===== src/rtl/can_sec_pkg.sv =====
package can_sec_pkg;
   localparam int CAN_ID_W  = 11;
   localparam int CAN_LEN_W = 4;
   localparam int CRC_W     = 8;

   typedef struct packed {
      logic             pass;
      logic             fail;
      logic             unprot;
      logic             len_bad;
      logic [CRC_W-1:0] crc;
   } verdict_t;
endpackage


===== src/rtl/crc8_byte_step.sv =====
module crc8_byte_step #(
   parameter int          W    = 8,
   parameter logic [W-1:0] POLY = 8'h85
) (
   input  logic [W-1:0] crc_in,
   input  logic [7:0]   data_in,
   output logic [W-1:0] crc_out
);
   // Direct (non-augmented) form: each data bit joins the register top bit.
   always_comb begin
      logic [W-1:0] r;
      logic         fb;
      r = crc_in;
      for (int i = 7; i >= 0; i--) begin
         fb = r[W-1] ^ data_in[i];
         r  = {r[W-2:0], 1'b0} ^ (fb ? POLY : '0);
      end
      crc_out = r;
   end
endmodule


===== src/rtl/sec_id_table.sv =====
module sec_id_table #(
   parameter int DEPTH = 16,
   parameter int ID_W  = 11,
   localparam int IDX_W = (DEPTH > 1) ? $clog2(DEPTH) : 1
) (
   input  logic             clk,
   input  logic             rst_n,
   input  logic             wr_en,
   input  logic [IDX_W-1:0] wr_idx,
   input  logic [ID_W-1:0]  wr_id,
   input  logic             wr_ena,
   input  logic [ID_W-1:0]  lk_id,
   output logic             lk_hit
);
   logic [DEPTH-1:0] match;

   generate
      if (DEPTH < 1) begin : g_bad_depth
         $error("sec_id_table: DEPTH must be at least 1");
      end
      for (genvar e = 0; e < DEPTH; e++) begin : g_entry
         logic            on_q;
         logic [ID_W-1:0] id_q;
         always_ff @(posedge clk) begin
            if (!rst_n) begin
               on_q <= 1'b0;
               id_q <= '0;
            end else if (wr_en && wr_idx == IDX_W'(e)) begin
               on_q <= wr_ena;
               id_q <= wr_id;
            end
         end
         assign match[e] = on_q && (id_q == lk_id);
      end
   endgenerate

   assign lk_hit = |match;

   assert_written_entry_hits_R5: assert property (@(posedge clk) disable iff (!rst_n)
      ($past(wr_en && wr_ena) && lk_id == $past(wr_id)) |-> lk_hit);
endmodule


===== src/rtl/can_sec_crc8.sv =====
module can_sec_crc8
   import can_sec_pkg::*;
#(
   parameter int             ID_W      = CAN_ID_W,
   parameter int             LEN_W     = CAN_LEN_W,
   parameter int             MAX_BYTES = 8,
   parameter int             TBL_DEPTH = 16,
   parameter logic [CRC_W-1:0] POLY    = 8'h85,
   localparam int            TA_W      = (TBL_DEPTH > 1) ? $clog2(TBL_DEPTH) : 1
) (
   input  logic             clk,
   input  logic             rst_n,
   input  logic             abort,
   input  logic             mode_insert,
   input  logic             hdr_valid,
   input  logic [ID_W-1:0]  hdr_id,
   input  logic [LEN_W-1:0] hdr_len,
   input  logic             byte_valid,
   input  logic [7:0]       byte_data,
   input  logic             tbl_wr_en,
   input  logic [TA_W-1:0]  tbl_wr_idx,
   input  logic [ID_W-1:0]  tbl_wr_id,
   input  logic             tbl_wr_ena,
   output logic             done,
   output logic             pass,
   output logic             fail,
   output logic             not_prot,
   output logic             len_err,
   output logic [CRC_W-1:0] crc_out
);
   generate
      if (MAX_BYTES < 2 || MAX_BYTES >= (1 << LEN_W)) begin : g_bad_len
         $error("can_sec_crc8: MAX_BYTES must lie in 2 .. 2**LEN_W-1");
      end
   endgenerate

   logic             tbl_hit;
   logic [LEN_W-1:0] len_cl, need_now;
   logic             busy_q, ins_q, hit_q, lerr_q;
   logic [LEN_W-1:0] need_q, idx_q;
   logic [CRC_W-1:0] crc_q, crc_stepped;
   logic             is_last, fold;
   logic             done_q;
   verdict_t         verdict_q, finish_v;

   sec_id_table #(.DEPTH(TBL_DEPTH), .ID_W(ID_W)) u_tbl (
      .clk(clk), .rst_n(rst_n),
      .wr_en(tbl_wr_en), .wr_idx(tbl_wr_idx), .wr_id(tbl_wr_id), .wr_ena(tbl_wr_ena),
      .lk_id(hdr_id), .lk_hit(tbl_hit)
   );

   crc8_byte_step #(.W(CRC_W), .POLY(POLY)) u_step (
      .crc_in(crc_q), .data_in(byte_data), .crc_out(crc_stepped)
   );

   assign len_cl   = (hdr_len > LEN_W'(MAX_BYTES)) ? LEN_W'(MAX_BYTES) : hdr_len;
   assign need_now = mode_insert ? ((len_cl == '0) ? '0 : len_cl - LEN_W'(1)) : len_cl;
   assign is_last  = (idx_q == need_q - LEN_W'(1));
   assign fold     = ins_q || !is_last;

   always_comb begin
      finish_v.len_bad = lerr_q;
      finish_v.unprot  = !lerr_q && !hit_q;
      finish_v.pass    = !ins_q && !lerr_q && hit_q && (byte_data == crc_q);
      finish_v.fail    = !ins_q && !lerr_q && hit_q && (byte_data != crc_q);
      finish_v.crc     = lerr_q ? '0 : (ins_q ? crc_stepped : crc_q);
   end

   always_ff @(posedge clk) begin
      if (!rst_n) begin
         busy_q    <= 1'b0;
         ins_q     <= 1'b0;
         hit_q     <= 1'b0;
         lerr_q    <= 1'b0;
         need_q    <= '0;
         idx_q     <= '0;
         crc_q     <= '0;
         done_q    <= 1'b0;
         verdict_q <= '0;
      end else begin
         done_q    <= 1'b0;
         verdict_q <= '0;
         if (abort) begin
            busy_q <= 1'b0;
            idx_q  <= '0;
            crc_q  <= '0;
         end else if (!busy_q) begin
            if (hdr_valid) begin
               ins_q  <= mode_insert;
               hit_q  <= tbl_hit;
               lerr_q <= (len_cl < LEN_W'(2));
               need_q <= need_now;
               idx_q  <= '0;
               crc_q  <= '0;
               if (need_now == '0) begin
                  done_q            <= 1'b1;
                  verdict_q.len_bad <= 1'b1;
               end else begin
                  busy_q <= 1'b1;
               end
            end
         end else if (byte_valid) begin
            idx_q <= idx_q + LEN_W'(1);
            if (fold) crc_q <= crc_stepped;
            if (is_last) begin
               busy_q    <= 1'b0;
               done_q    <= 1'b1;
               verdict_q <= finish_v;
            end
         end
      end
   end

   assign done     = done_q;
   assign pass     = verdict_q.pass;
   assign fail     = verdict_q.fail;
   assign not_prot = verdict_q.unprot;
   assign len_err  = verdict_q.len_bad;
   assign crc_out  = verdict_q.crc;

   assert_flags_need_done_R7: assert property (@(posedge clk) disable iff (!rst_n)
      !done |-> !(pass || fail || not_prot || len_err || crc_out != '0));
   assert_done_after_beat_R7: assert property (@(posedge clk) disable iff (!rst_n)
      done |-> $past(hdr_valid || byte_valid));
   assert_single_verdict_R2: assert property (@(posedge clk) disable iff (!rst_n)
      $countones({pass, fail, not_prot, len_err}) <= 1);
   assert_insert_no_verdict_R3: assert property (@(posedge clk) disable iff (!rst_n)
      (done && ins_q) |-> (!pass && !fail));
   assert_lenerr_zero_crc_R6: assert property (@(posedge clk) disable iff (!rst_n)
      len_err |-> (crc_out == '0));
   assert_abort_quiet_R8: assert property (@(posedge clk) disable iff (!rst_n)
      $past(abort) |-> !done);
endmodule


===== config.mk =====
export PLATFORM = sky130hd
export DESIGN_NAME = can_sec_crc8
export DESIGN_NICKNAME = d
export VERILOG_FILES = /design/src/rtl/can_sec_pkg.sv /design/src/rtl/crc8_byte_step.sv /design/src/rtl/sec_id_table.sv /design/src/rtl/can_sec_crc8.sv
export SDC_FILE = /design/constraint.sdc
export NUM_CORES = 1
export LEC_CHECK = 0
export ABC_AREA = 0
export BUFFER_PORTS_ARGS = -buffer_cell sky130_fd_sc_hd__buf_2
export CORE_MARGIN = 2
export CORE_UTILIZATION = 60
export CTS_BUF_LIST = sky130_fd_sc_hd__clkbuf_8
export CTS_CLUSTER_SIZE = 20
export DETAILED_ROUTE_END_ITERATION = 12
export PLACE_DENSITY = 0.83
export SYNTH_ARGS = -nofsm -noshare
export SYNTH_HDL_FRONTEND = slang
export SYNTH_SLANG_ARGS = --single-unit
export TNS_END_PERCENT = 100

===== constraint.sdc =====
create_clock -name clk -period 3.8 [get_ports clk]
set_clock_uncertainty 0.15 [all_clocks]
set_input_delay 0.57 -clock clk [delete_from_list [all_inputs] [get_ports clk]]
set_output_delay 0.57 -clock clk [all_outputs]
set_load 0.02 [all_outputs]

==> results.sh, run 1 <==
export IMPL_setup_ws_ns=1.45
export IMPL_number_of_clock_sinks=225
export IMPL_r2r_setup_slack_ns=1.58
export IMPL_postSynthAreaPerCell_um2=9.05
export IMPL_post_layout_total_power_uw=5020
export IMPL_drt_first_iter_violations=603
export IMPL_final_max_slew_viol_count=0
export IMPL_initial_utilization_pct=61.0
export IMPL_cp_buffers_inverters=2
export IMPL_share_of_cells_above_drive_strength_1_pct=11.1
export IMPL_pin_count=59
export IMPL_sequentialPowerShare_pct=48.1
export IMPL_synthesis_nets=1254
export IMPL_horizontal_die_dimension_um=139
export IMPL_fin_setup_tns_ns=0
export IMPL_synthesis_instances=1206
export IMPL_final_antenna_net_count=0
export IMPL_yosys_cell_types_count=39
export IMPL_std_cell_rows=49
export IMPL_synth_area_top_cells="sky130_fd_sc_hd__dfxtp_1 (41%), sky130_fd_sc_hd__xnor2_1 (16%), sky130_fd_sc_hd__mux2i_1 (9.9%)"
export IMPL_synth_cell_area_um2=10900
export IMPL_detailed_place_hpwl_um=16200
export IMPL_clock_tree_from_tritoncts="built"
export IMPL_h_tree_depth=2
export IMPL_synth_top_cell_area_share_pct=41.3
export IMPL_net_switching_power_figure_uw=1270
export IMPL_synth_enable_flop_cells=0
export IMPL_worst_endpoint_arrival_ns=2.61
export IMPL_cts_buffers=38
export IMPL_cp_max_fo=12
export IMPL_grt_total_usage_pct=27.7
export IMPL_drtPass1Iterations=5
export IMPL_wire_length_of_the_first_global_routing_pass_um=43000
export IMPL_hold_path_class="in -> reg"
export IMPL_timing_critical_path_slowest_cell_delay_ns=0.68
export IMPL_yosys_cell_count_top_type="sky130_fd_sc_hd__dfxtp_1"
export IMPL_routedWlPerCell_um=18.2
export IMPL_detailroute_via_count=8447
export IMPL_preCtsSetupSlack_ns=0.969
export IMPL_cell_family_contributing_the_most_delay_on_the_critical_path="simple AND/OR/NAND/NOR gates"
export IMPL_die_h_um=139
export IMPL_switching_share_pct=25.3
export IMPL_clock_transition_time_at_the_flip_flop_clock_pins_of_the_worst_setup_and_hold_paths_ns=0.06
export IMPL_synth_async_reset_ratio_pct=0
export IMPL_placeableCoreArea_um2=17900
export IMPL_cts_root_buf="sky130_fd_sc_hd__clkbuf_8"
export IMPL_ys_seq_elements=225
export IMPL_ctsResizeCount=0
export IMPL_first_global_vias=8223
export IMPL_finalHoldViolations=0
export IMPL_relSlewSlack_pct=32.2
export IMPL_cellPowerDensity_nw_per_um2=419
export IMPL_drc=0
export IMPL_timing_critical_path_cells="buf_2 -> buf_4 -> xnor2_1 -> nand4_1 -> nor3_1 -> nor4_1 -> and3_1 -> a31oi_1"
export IMPL_synth_top_cell_by_area="sky130_fd_sc_hd__dfxtp_1"
export IMPL_totalWireLength_um=27100
export IMPL_pwr_share_clk_pct=42.2
export IMPL_sequential_to_total_area_share_from_yosys_stat_pct=41.3
export IMPL_ys_warnings_count=0
export IMPL_initial_antenna_violation_count=0
export IMPL_gpl_final_weighted_congestion=0.825
export IMPL_final_critical_path_time_including_i_o_delays_and_setup_ns=2.35
export IMPL_crit_path_start_kind="input port"
export IMPL_p_int_uw=3750
export IMPL_port_buffer_count=58
export IMPL_max_freq_mhz=425
export IMPL_antenna_diode_count=0
export IMPL_layout_filler_cells=1445
export IMPL_post_synth_most_frequent_cells="sky130_fd_sc_hd__dfxtp_1 (225), sky130_fd_sc_hd__xnor2_1 (199), sky130_fd_sc_hd__nand2_1 (174), sky130_fd_sc_hd__nor2b_1 (111), sky130_fd_sc_hd__mux2i_1 (108)"
export IMPL_design_die_area_um2=19300
export IMPL_register_area_um2=4500
export IMPL_cts_hold_repair_buffers=0
export IMPL_pwr_share_comb_pct=9.7
export IMPL_worst_slew_pin_transition_ns=1.02
export IMPL_static_leakage_power_uw=0.00389
export IMPL_cpMaxStageDelayCell="sky130_fd_sc_hd__nor4_1"
export IMPL_vdd_drop_max_mv=0.302
export IMPL_maxCapViolations=0
export IMPL_cts_path_max_buffers=3
export IMPL_critical_path_required_ns=4.05
export IMPL_multi_input_area_um2=6030
export IMPL_finalSetupViolations=0
export IMPL_layout_area_overhead_vs_synth_pct=9.87
export IMPL_worstSetupPathType="in -> reg"
export IMPL_status="complete, no violations"
export IMPL_postCtsSetupRepairBufs=0
export IMPL_routed_via_density=5.70
export IMPL_ys_flop_type="sky130_fd_sc_hd__dfxtp_1"
export IMPL_grt_setup_unrepaired="false"
export IMPL_grt_max_degree=124
export IMPL_grt_total_ovfl=0
export IMPL_final_min_period_over_clock_period_pct=62.0
export IMPL_clock_insertion_delay_worst_skew_ns=0.54
export IMPL_worstSetupEndpointType="flip-flop"
export IMPL_final_net_count=1279
[worst reg2reg max path, delay by kind of cell, from the launching register on]
kind | cells | cell delay, ns
XOR/XNOR | 2 | 0.31
flip-flops | 1 | 0.41
AND/OR/NAND/NOR | 4 | 0.99
buffers and inverters | 1 | 0.07
adder cells (fa/ha/maj) | 1 | 0.20
[flip-flops by register name (all words and copies together) (netlist names)]
name,flops
ins_q,1
pass,1
u_tbl.g_entry.id_q,176
u_tbl.g_entry.on_q,16
hit_q,1
idx_q,4
busy_q,1
crc_out,8
fail,1
crc_q,8
lerr_q,1
need_q,4
len_err,1
done,1
not_prot,1
[metal layers]
layer	GRT usage [%]	up-vias	wire length, µm
met1	37.5	4044	12000
met4	9.25	0	624
met3	4.04	58	1770
li1	-	4050	-
met2	45.7	295	12700
met5	0	-	0
[cells by family (layout without fill, tap and decap cells)]
group	count (synthesis)	in the layout	share of synthesized area (%)
AOI/OAI and AO/OA	121	121	7.98
and+or+nand+nor	454	454	20.8
xor gates and xnor gates	203	203	16.3
DFF	225	225	41.3
muxes	108	108	9.91
adders and majority gates	2	2	0.229
buffers and inverters	93	141	3.49
[layout make-up]
cell class / count / area share (%)
Multi-Input combinational cell: 888 / 50.3
Sequential cell: 225 / 37.6
Clock buffer: 50 / 5.74
Timing Repair Buffer: 74 / 3.44
Tap cell: 229 / 2.39
Clock inverter: 13 / 0.459
Inverter: 4 / 0.125
[placed cells by master, fill, tap and decap left out, drive strengths merged, types with 8 or more instances in the layout]
master / n
clkbuf: 50
xnor2: 199
nor2b: 111
nor2: 35
nand2: 174
nand4: 52
buf: 74
nor3: 23
mux2i: 108
a21oi: 14
inv: 14
a211oi: 8
nand3: 27
a21boi: 87
or2: 11
dfxtp: 225
[power groups by stage]
stage,Clock [µW],Sequential (µW),Combinational (µW)
3_5_place_dp,0,2470,478
3_3_place_gp,0,2470,471
5_1_grt,2230,2420,525
4_1_cts,2130,2420,482
2_1_floorplan,0,2460,349
6_report,2120,2420,487
[final timing paths]
check	from	endpoint	depth (start not counted)
hold reg to reg	need_q[3]	need_q[3]	2
hold / removal	mode_insert	ins_q	3
setup / recovery	hdr_id[5]	hit_q	8
setup reg to reg	need_q[0]	pass	8
[metrics by stage]
stage	hold WS, ns	cells	area, µm²	utilization, %
2_1_floorplan	0.263	1206	10900	-
3_5_place_dp	0.321	1420	11200	62.8
6_report	0.235	1483	12000	67.0
5_1_grt	0.258	1483	12000	67.0
4_1_cts	0.217	1483	12000	67.0
3_3_place_gp	0.309	1420	11200	62.8
No activity file was read; power rests on OpenSTA's default activity.
==> inputs of run 2 (changes only) <==
Clock period 3.8 ns to 2.41 ns, I/O delays scaled along.
==> run 2 against run 1 <==
Die area unchanged. Combinational power up 75%. First-iteration DRC count up 2.7%. Wire length up 6.4%. Global-route usage up 2.0 points. Sequential power up 57%. Non-clock buffer count up 22. Worst setup slack worse by 1.2 ns. Total power up 58%. Register-to-register slack worse by 1.4 ns. Cell area up 2.3%. Critical path type is now reg -> reg. Largest power group unchanged. Highest routed layer unchanged.
==> results.sh, run 2 (synthesized netlist as in run 1, its figures left out) <==
export IMPL_worst_endpoint_arrival_ns=2.52
export IMPL_crit_path_start="need_q[0]"
export IMPL_largest_register="u_tbl.g_entry.id_q"
export IMPL_worstHoldStart="hdr_len[1]"
export IMPL_grt_total_usage_pct=29.6
export IMPL_cts_buffers=39
export IMPL_largest_register_ff_count=176
export IMPL_horizontal_die_dimension_um=139
export IMPL_placeableCoreArea_um2=17900
export IMPL_port_buffer_count=58
export IMPL_reg_top3="u_tbl.g_entry.id_q x176, u_tbl.g_entry.on_q x16"
export IMPL_design_die_area_um2=19300
export IMPL_layout_commonest_cell="sky130_fd_sc_hd__dfxtp_1"
export IMPL_layout_area_overhead_vs_synth_pct=12.5
export IMPL_post_layout_total_power_uw=7940
export IMPL_routedWlPerCell_um=19.1
export IMPL_rr_startpoint="need_q[0]"
export IMPL_detailed_place_hpwl_um=16900
export IMPL_die_h_um=139
export IMPL_initial_antenna_violation_count=0
export IMPL_cts_path_max_buffers=3
export IMPL_final_critical_path_time_including_i_o_delays_and_setup_ns=2.21
export IMPL_number_of_clock_sinks=225
export IMPL_wire_length_of_the_first_global_routing_pass_um=45900
export IMPL_cts_root_buf="sky130_fd_sc_hd__clkbuf_8"
export IMPL_crit_path_start_kind="flip-flop"
export IMPL_drt_first_iter_violations=619
export IMPL_detailroute_via_count=8632
export IMPL_finalSetupViolations=0
export IMPL_final_max_slew_viol_count=0
export IMPL_clock_insertion_delay_worst_skew_ns=0.55
export IMPL_timing_critical_path_to="pass"
export IMPL_std_cell_rows=49
export IMPL_grt_setup_unrepaired="false"
export IMPL_finalHoldViolations=0
export IMPL_clock_transition_time_at_the_flip_flop_clock_pins_of_the_worst_setup_and_hold_paths_ns=0.06
export IMPL_first_global_vias=8598
export IMPL_vdd_drop_max_mv=0.431
export IMPL_h_tree_depth=2
export IMPL_pin_count=59
export IMPL_gpl_final_weighted_congestion=0.855
export IMPL_static_leakage_power_uw=0.00404
export IMPL_final_min_period_over_clock_period_pct=91.8
export IMPL_hold_path_class="in -> reg"
export IMPL_r2r_setup_slack_ns=0.20
export IMPL_cp_max_fo=11
export IMPL_drc=0
export IMPL_antenna_diode_count=0
export IMPL_mostFrequentLayoutCells="sky130_fd_sc_hd__dfxtp_1 (225), sky130_fd_sc_hd__xnor2_1 (199), sky130_fd_sc_hd__nand2_1 (173), sky130_fd_sc_hd__nor2b_1 (111), sky130_fd_sc_hd__mux2i_1 (108)"
export IMPL_status="complete, no violations"
export IMPL_share_of_cells_above_drive_strength_1_pct=12.4
export IMPL_grt_total_ovfl=0
export IMPL_top_layer="met4"
export IMPL_critical_path_required_ns=2.71
export IMPL_totalWireLength_um=28800
export IMPL_final_net_count=1302
export IMPL_worstSetupEndpointType="flip-flop"
export IMPL_routed_wl_met3_um=2340
export IMPL_worstSetupPathType="reg -> reg"
export IMPL_grt_max_degree=200
export IMPL_final_antenna_net_count=0
export IMPL_relSlewSlack_pct=54.1
export IMPL_drt_met1_wl_um=12400
export IMPL_destination_of_the_worst_register_to_register_timing_path="pass"
export IMPL_initial_utilization_pct=61.0
export IMPL_max_freq_mhz=452
export IMPL_dr_wl_met2_um=13200
export IMPL_reg2regPathDepth=8
export IMPL_postCtsSetupRepairBufs=0
export IMPL_fin_setup_tns_ns=0
export IMPL_drtPass1Iterations=4
export IMPL_maxCapViolations=0
export IMPL_worst_slew_pin_transition_ns=0.688
export IMPL_clock_tree_from_tritoncts="built"
export IMPL_routed_via_density=5.74
export IMPL_cellPowerDensity_nw_per_um2=647
==> run 2: how the worst min path moves through the flow <==
stage,end,cells past startpoint
after floorplan,not_prot,1
after global placement,u_tbl.g_entry[8].on_q,2
after detailed placement,u_tbl.g_entry[4].on_q,2
after CTS,lerr_q,4
after global routing,lerr_q,4
final,lerr_q,4
==> run 2: layout make-up <==
type                            count  area (µm²)
Clock inverter                     16        70.1
Sequential cell                   225        4500
Clock buffer                       47         647
Multi-Input combinational cell    888        6030
Fill cell                        1380        5630
Timing Repair Buffer               96         718
Tap cell                          229         287
Inverter                            4        15.0
==> run 2: repair_timing <==
| item | 4_1_cts | 5_1_grt |
|---|---|---|
| endpoints found under the setup margin | 0 | 4 |
| hold buffers | 1 | 0 |
| hold endpoints to repair | 1 | 0 |
| resized for setup | 0 | 1 |
==> run 2: critical path, cell delays in order (launching register included) <==
cell and delay, ns:
sky130_fd_sc_hd__dfxtp_1 0.38, sky130_fd_sc_hd__inv_1 0.06, sky130_fd_sc_hd__ha_1 0.20, sky130_fd_sc_hd__xor2_1 0.19, sky130_fd_sc_hd__xnor2_1 0.16, sky130_fd_sc_hd__nand4_1 0.18
sky130_fd_sc_hd__nor2_1 0.26, sky130_fd_sc_hd__nand2_2 0.23, sky130_fd_sc_hd__nor4b_1 0.31
==> run 2: per-stage QoR <==
| stage | area [µm²] | hold WS (ns) | std cells | setup WS (ns) | util (%) |
|---|---|---|---|---|---|
| floorplan | 10900 | 0.263 | 1206 | 0.385 | - |
| global placement | 11500 | 0.303 | 1441 | 0.345 | 64.5 |
| detailed placement | 11500 | 0.311 | 1441 | 0.247 | 64.5 |
| CTS | 12300 | 0.0163 | 1505 | 0.138 | 68.5 |
| global route | 12300 | 0.0525 | 1505 | 0.0684 | 68.5 |
| finish | 12300 | 0.0292 | 1505 | 0.198 | 68.5 |
==> run 2: power breakdown <==
| part | internal (µW) | switching (µW) |
|---|---|---|
| combinational | 355 | 495 |
| clock | 1750 | 1530 |
| sequential | 3770 | 37.7 |
==> run 2: layer usage <==
metal	up-vias	global-route usage [%]
met5	-	0
met3	68	4.63
met4	0	12.3
li1	4090	-
met2	365	47.8
met1	4109	39.8
==> inputs of run 3 (changes only) <==
Settings changed: GPL_ROUTABILITY_DRIVEN from default to 0, PLACE_DENSITY 0.83 to 0.78.
==> run 3 against run 2 <==
First-iteration DRC count fell by 3.1%. Register-to-register slack improved by 0.07 ns. Non-clock buffer count rose by 2. Clock-buffer cell count fell by 1. Die area did not move. Maximum frequency rose by 3.0%. Sequential power barely moved. Sequential share of layout area rose by 0.18 points. Highest routed layer unchanged. Wire length fell by 1.9%.
==> results.sh, run 3 (synthesized netlist as in run 1, its figures left out) <==
export IMPL_status="complete, no violations"
export IMPL_cp_max_fo=11
export IMPL_finalSetupViolations=0
export IMPL_sequentialPowerShare_pct=48.5
export IMPL_port_buffer_count=58
export IMPL_final_antenna_net_count=0
export IMPL_reg_top3="u_tbl.g_entry.id_q x176, u_tbl.g_entry.on_q x16"
export IMPL_worst_slew_pin_transition_ns=0.777
export IMPL_placeableCoreArea_um2=17900
export IMPL_critical_path_required_ns=2.68
export IMPL_cts_hold_repair_buffers=0
export IMPL_layout_area_overhead_vs_synth_pct=11.9
export IMPL_grt_total_usage_pct=29.1
export IMPL_switching_share_pct=25.8
export IMPL_wire_length_of_the_first_global_routing_pass_um=44600
export IMPL_worst_endpoint_arrival_ns=2.42
export IMPL_pwr_share_comb_pct=10.5
export IMPL_routedWlPerCell_um=18.7
export IMPL_cts_path_max_buffers=3
export IMPL_detailed_place_hpwl_um=17300
export IMPL_max_freq_mhz=466
export IMPL_die_h_um=139
export IMPL_detailroute_via_count=8468
export IMPL_vdd_drop_max_mv=0.441
export IMPL_finalHoldViolations=0
export IMPL_final_critical_path_time_including_i_o_delays_and_setup_ns=2.15
export IMPL_p_int_uw=5830
export IMPL_worstHoldStart="mode_insert"
export IMPL_pwr_share_clk_pct=40.9
export IMPL_std_cell_rows=49
export IMPL_drtPass1Iterations=5
export IMPL_post_layout_total_power_uw=7850
export IMPL_clock_insertion_delay_worst_skew_ns=0.54
export IMPL_cts_root_buf="sky130_fd_sc_hd__clkbuf_8"
export IMPL_final_max_slew_viol_count=0
export IMPL_maxCapViolations=0
export IMPL_net_switching_power_figure_uw=2020
export IMPL_rr_startpoint="need_q[0]"
export IMPL_final_net_count=1304
export IMPL_layout_commonest_cell="sky130_fd_sc_hd__dfxtp_1"
export IMPL_final_min_period_over_clock_period_pct=89.1
export IMPL_largest_register="u_tbl.g_entry.id_q"
export IMPL_initial_antenna_violation_count=0
export IMPL_clock_tree_from_tritoncts="built"
export IMPL_drt_first_iter_violations=600
export IMPL_crit_path_start="need_q[0]"
export IMPL_final_cell_count_no_fill=1506
export IMPL_static_leakage_power_uw=0.00403
export IMPL_fin_setup_tns_ns=0
export IMPL_largest_register_ff_count=176
export IMPL_grt_setup_unrepaired="false"
export IMPL_share_of_cells_above_drive_strength_1_pct=12.5
export IMPL_grt_max_degree=200
export IMPL_cts_buffers=39
export IMPL_relSlewSlack_pct=48.2
export IMPL_numPlacedInstances=1444
export IMPL_design_die_area_um2=19300
export IMPL_horizontal_die_dimension_um=139
export IMPL_pin_count=59
export IMPL_antenna_diode_count=0
export IMPL_initial_utilization_pct=61.0
export IMPL_crit_path_start_kind="flip-flop"
export IMPL_drc=0
export IMPL_totalWireLength_um=28200
export IMPL_worstSetupEndpointType="flip-flop"
export IMPL_worstSetupPathType="reg -> reg"
export IMPL_number_of_clock_sinks=225
export IMPL_clock_transition_time_at_the_flip_flop_clock_pins_of_the_worst_setup_and_hold_paths_ns=0.06
export IMPL_h_tree_depth=2
export IMPL_mostFrequentLayoutCells="sky130_fd_sc_hd__dfxtp_1 (225), sky130_fd_sc_hd__xnor2_1 (199), sky130_fd_sc_hd__nand2_1 (173), sky130_fd_sc_hd__nor2b_1 (111), sky130_fd_sc_hd__mux2i_1 (108)"
export IMPL_hold_path_class="in -> reg"
export IMPL_postCtsSetupRepairBufs=0
export IMPL_routed_via_density=5.62
export IMPL_grt_total_ovfl=0
export IMPL_first_global_vias=8100
export IMPL_cellPowerDensity_nw_per_um2=643
## run 3: worst max-delay path: stages (launching register included)
cell,delay (ns)
sky130_fd_sc_hd__dfxtp_1,0.39
sky130_fd_sc_hd__inv_1,0.06
sky130_fd_sc_hd__ha_1,0.20
sky130_fd_sc_hd__xor2_1,0.17
sky130_fd_sc_hd__xnor2_1,0.14
sky130_fd_sc_hd__nand4_1,0.16
sky130_fd_sc_hd__nor2_1,0.21
sky130_fd_sc_hd__nand2_2,0.19
sky130_fd_sc_hd__nor4b_1,0.36
## run 3: power by group through the flow
stage | Clock (µW) | Sequential, µW | Combinational (µW)
detailed placement | 0 | 3890 | 814
CTS | 3250 | 3810 | 818
global placement | 0 | 3890 | 806
floorplan | 0 | 3880 | 550
finish | 3210 | 3810 | 828
global route | 3400 | 3810 | 885
## run 3: cell type report
class,instances,area [µm²]
Clock buffer,46,633
Clock inverter,16,62.6
Fill cell,1440,5690
Inverter,4,15.0
Multi-Input combinational cell,888,6030
Sequential cell,225,4500
Tap cell,229,287
Timing Repair Buffer,98,681
## run 3: metal layers
| layer | global-route usage [%] | share of wire (%) |
|---|---|---|
| met5 | 0 | 0 |
| met4 | 10.7 | 3.3 |
| met3 | 4.42 | 6.4 |
| met2 | 46.0 | 45 |
| met1 | 40.7 | 45 |
## run 3: final timing paths
| kind | end | slack, ns | cells after the start |
|---|---|---|---|
| min | ins_q | 0.03 | 3 |
| max reg2reg | pass | 0.26 | 8 |
| min reg2reg | u_tbl.g_entry[12].on_q | 0.32 | 2 |
| max | pass | 0.26 | 8 |
## run 3: per-stage QoR
stage	instance area, µm²	util [%]	hold slack (ns)	setup slack (ns)
2_1_floorplan	10900	-	0.263	0.385
3_5_place_dp	11500	64.3	0.315	0.212
5_1_grt	12200	68.2	0.0414	0.0874
3_3_place_gp	11500	64.3	0.307	0.253
6_report	12200	68.2	0.0338	0.263
4_1_cts	12200	68.2	0.0147	0.180
## run 3: repair_timing
item,CTS,global route
resized for setup,0,1
hold endpoints to repair,0,0
endpoints found under the setup margin,0,1
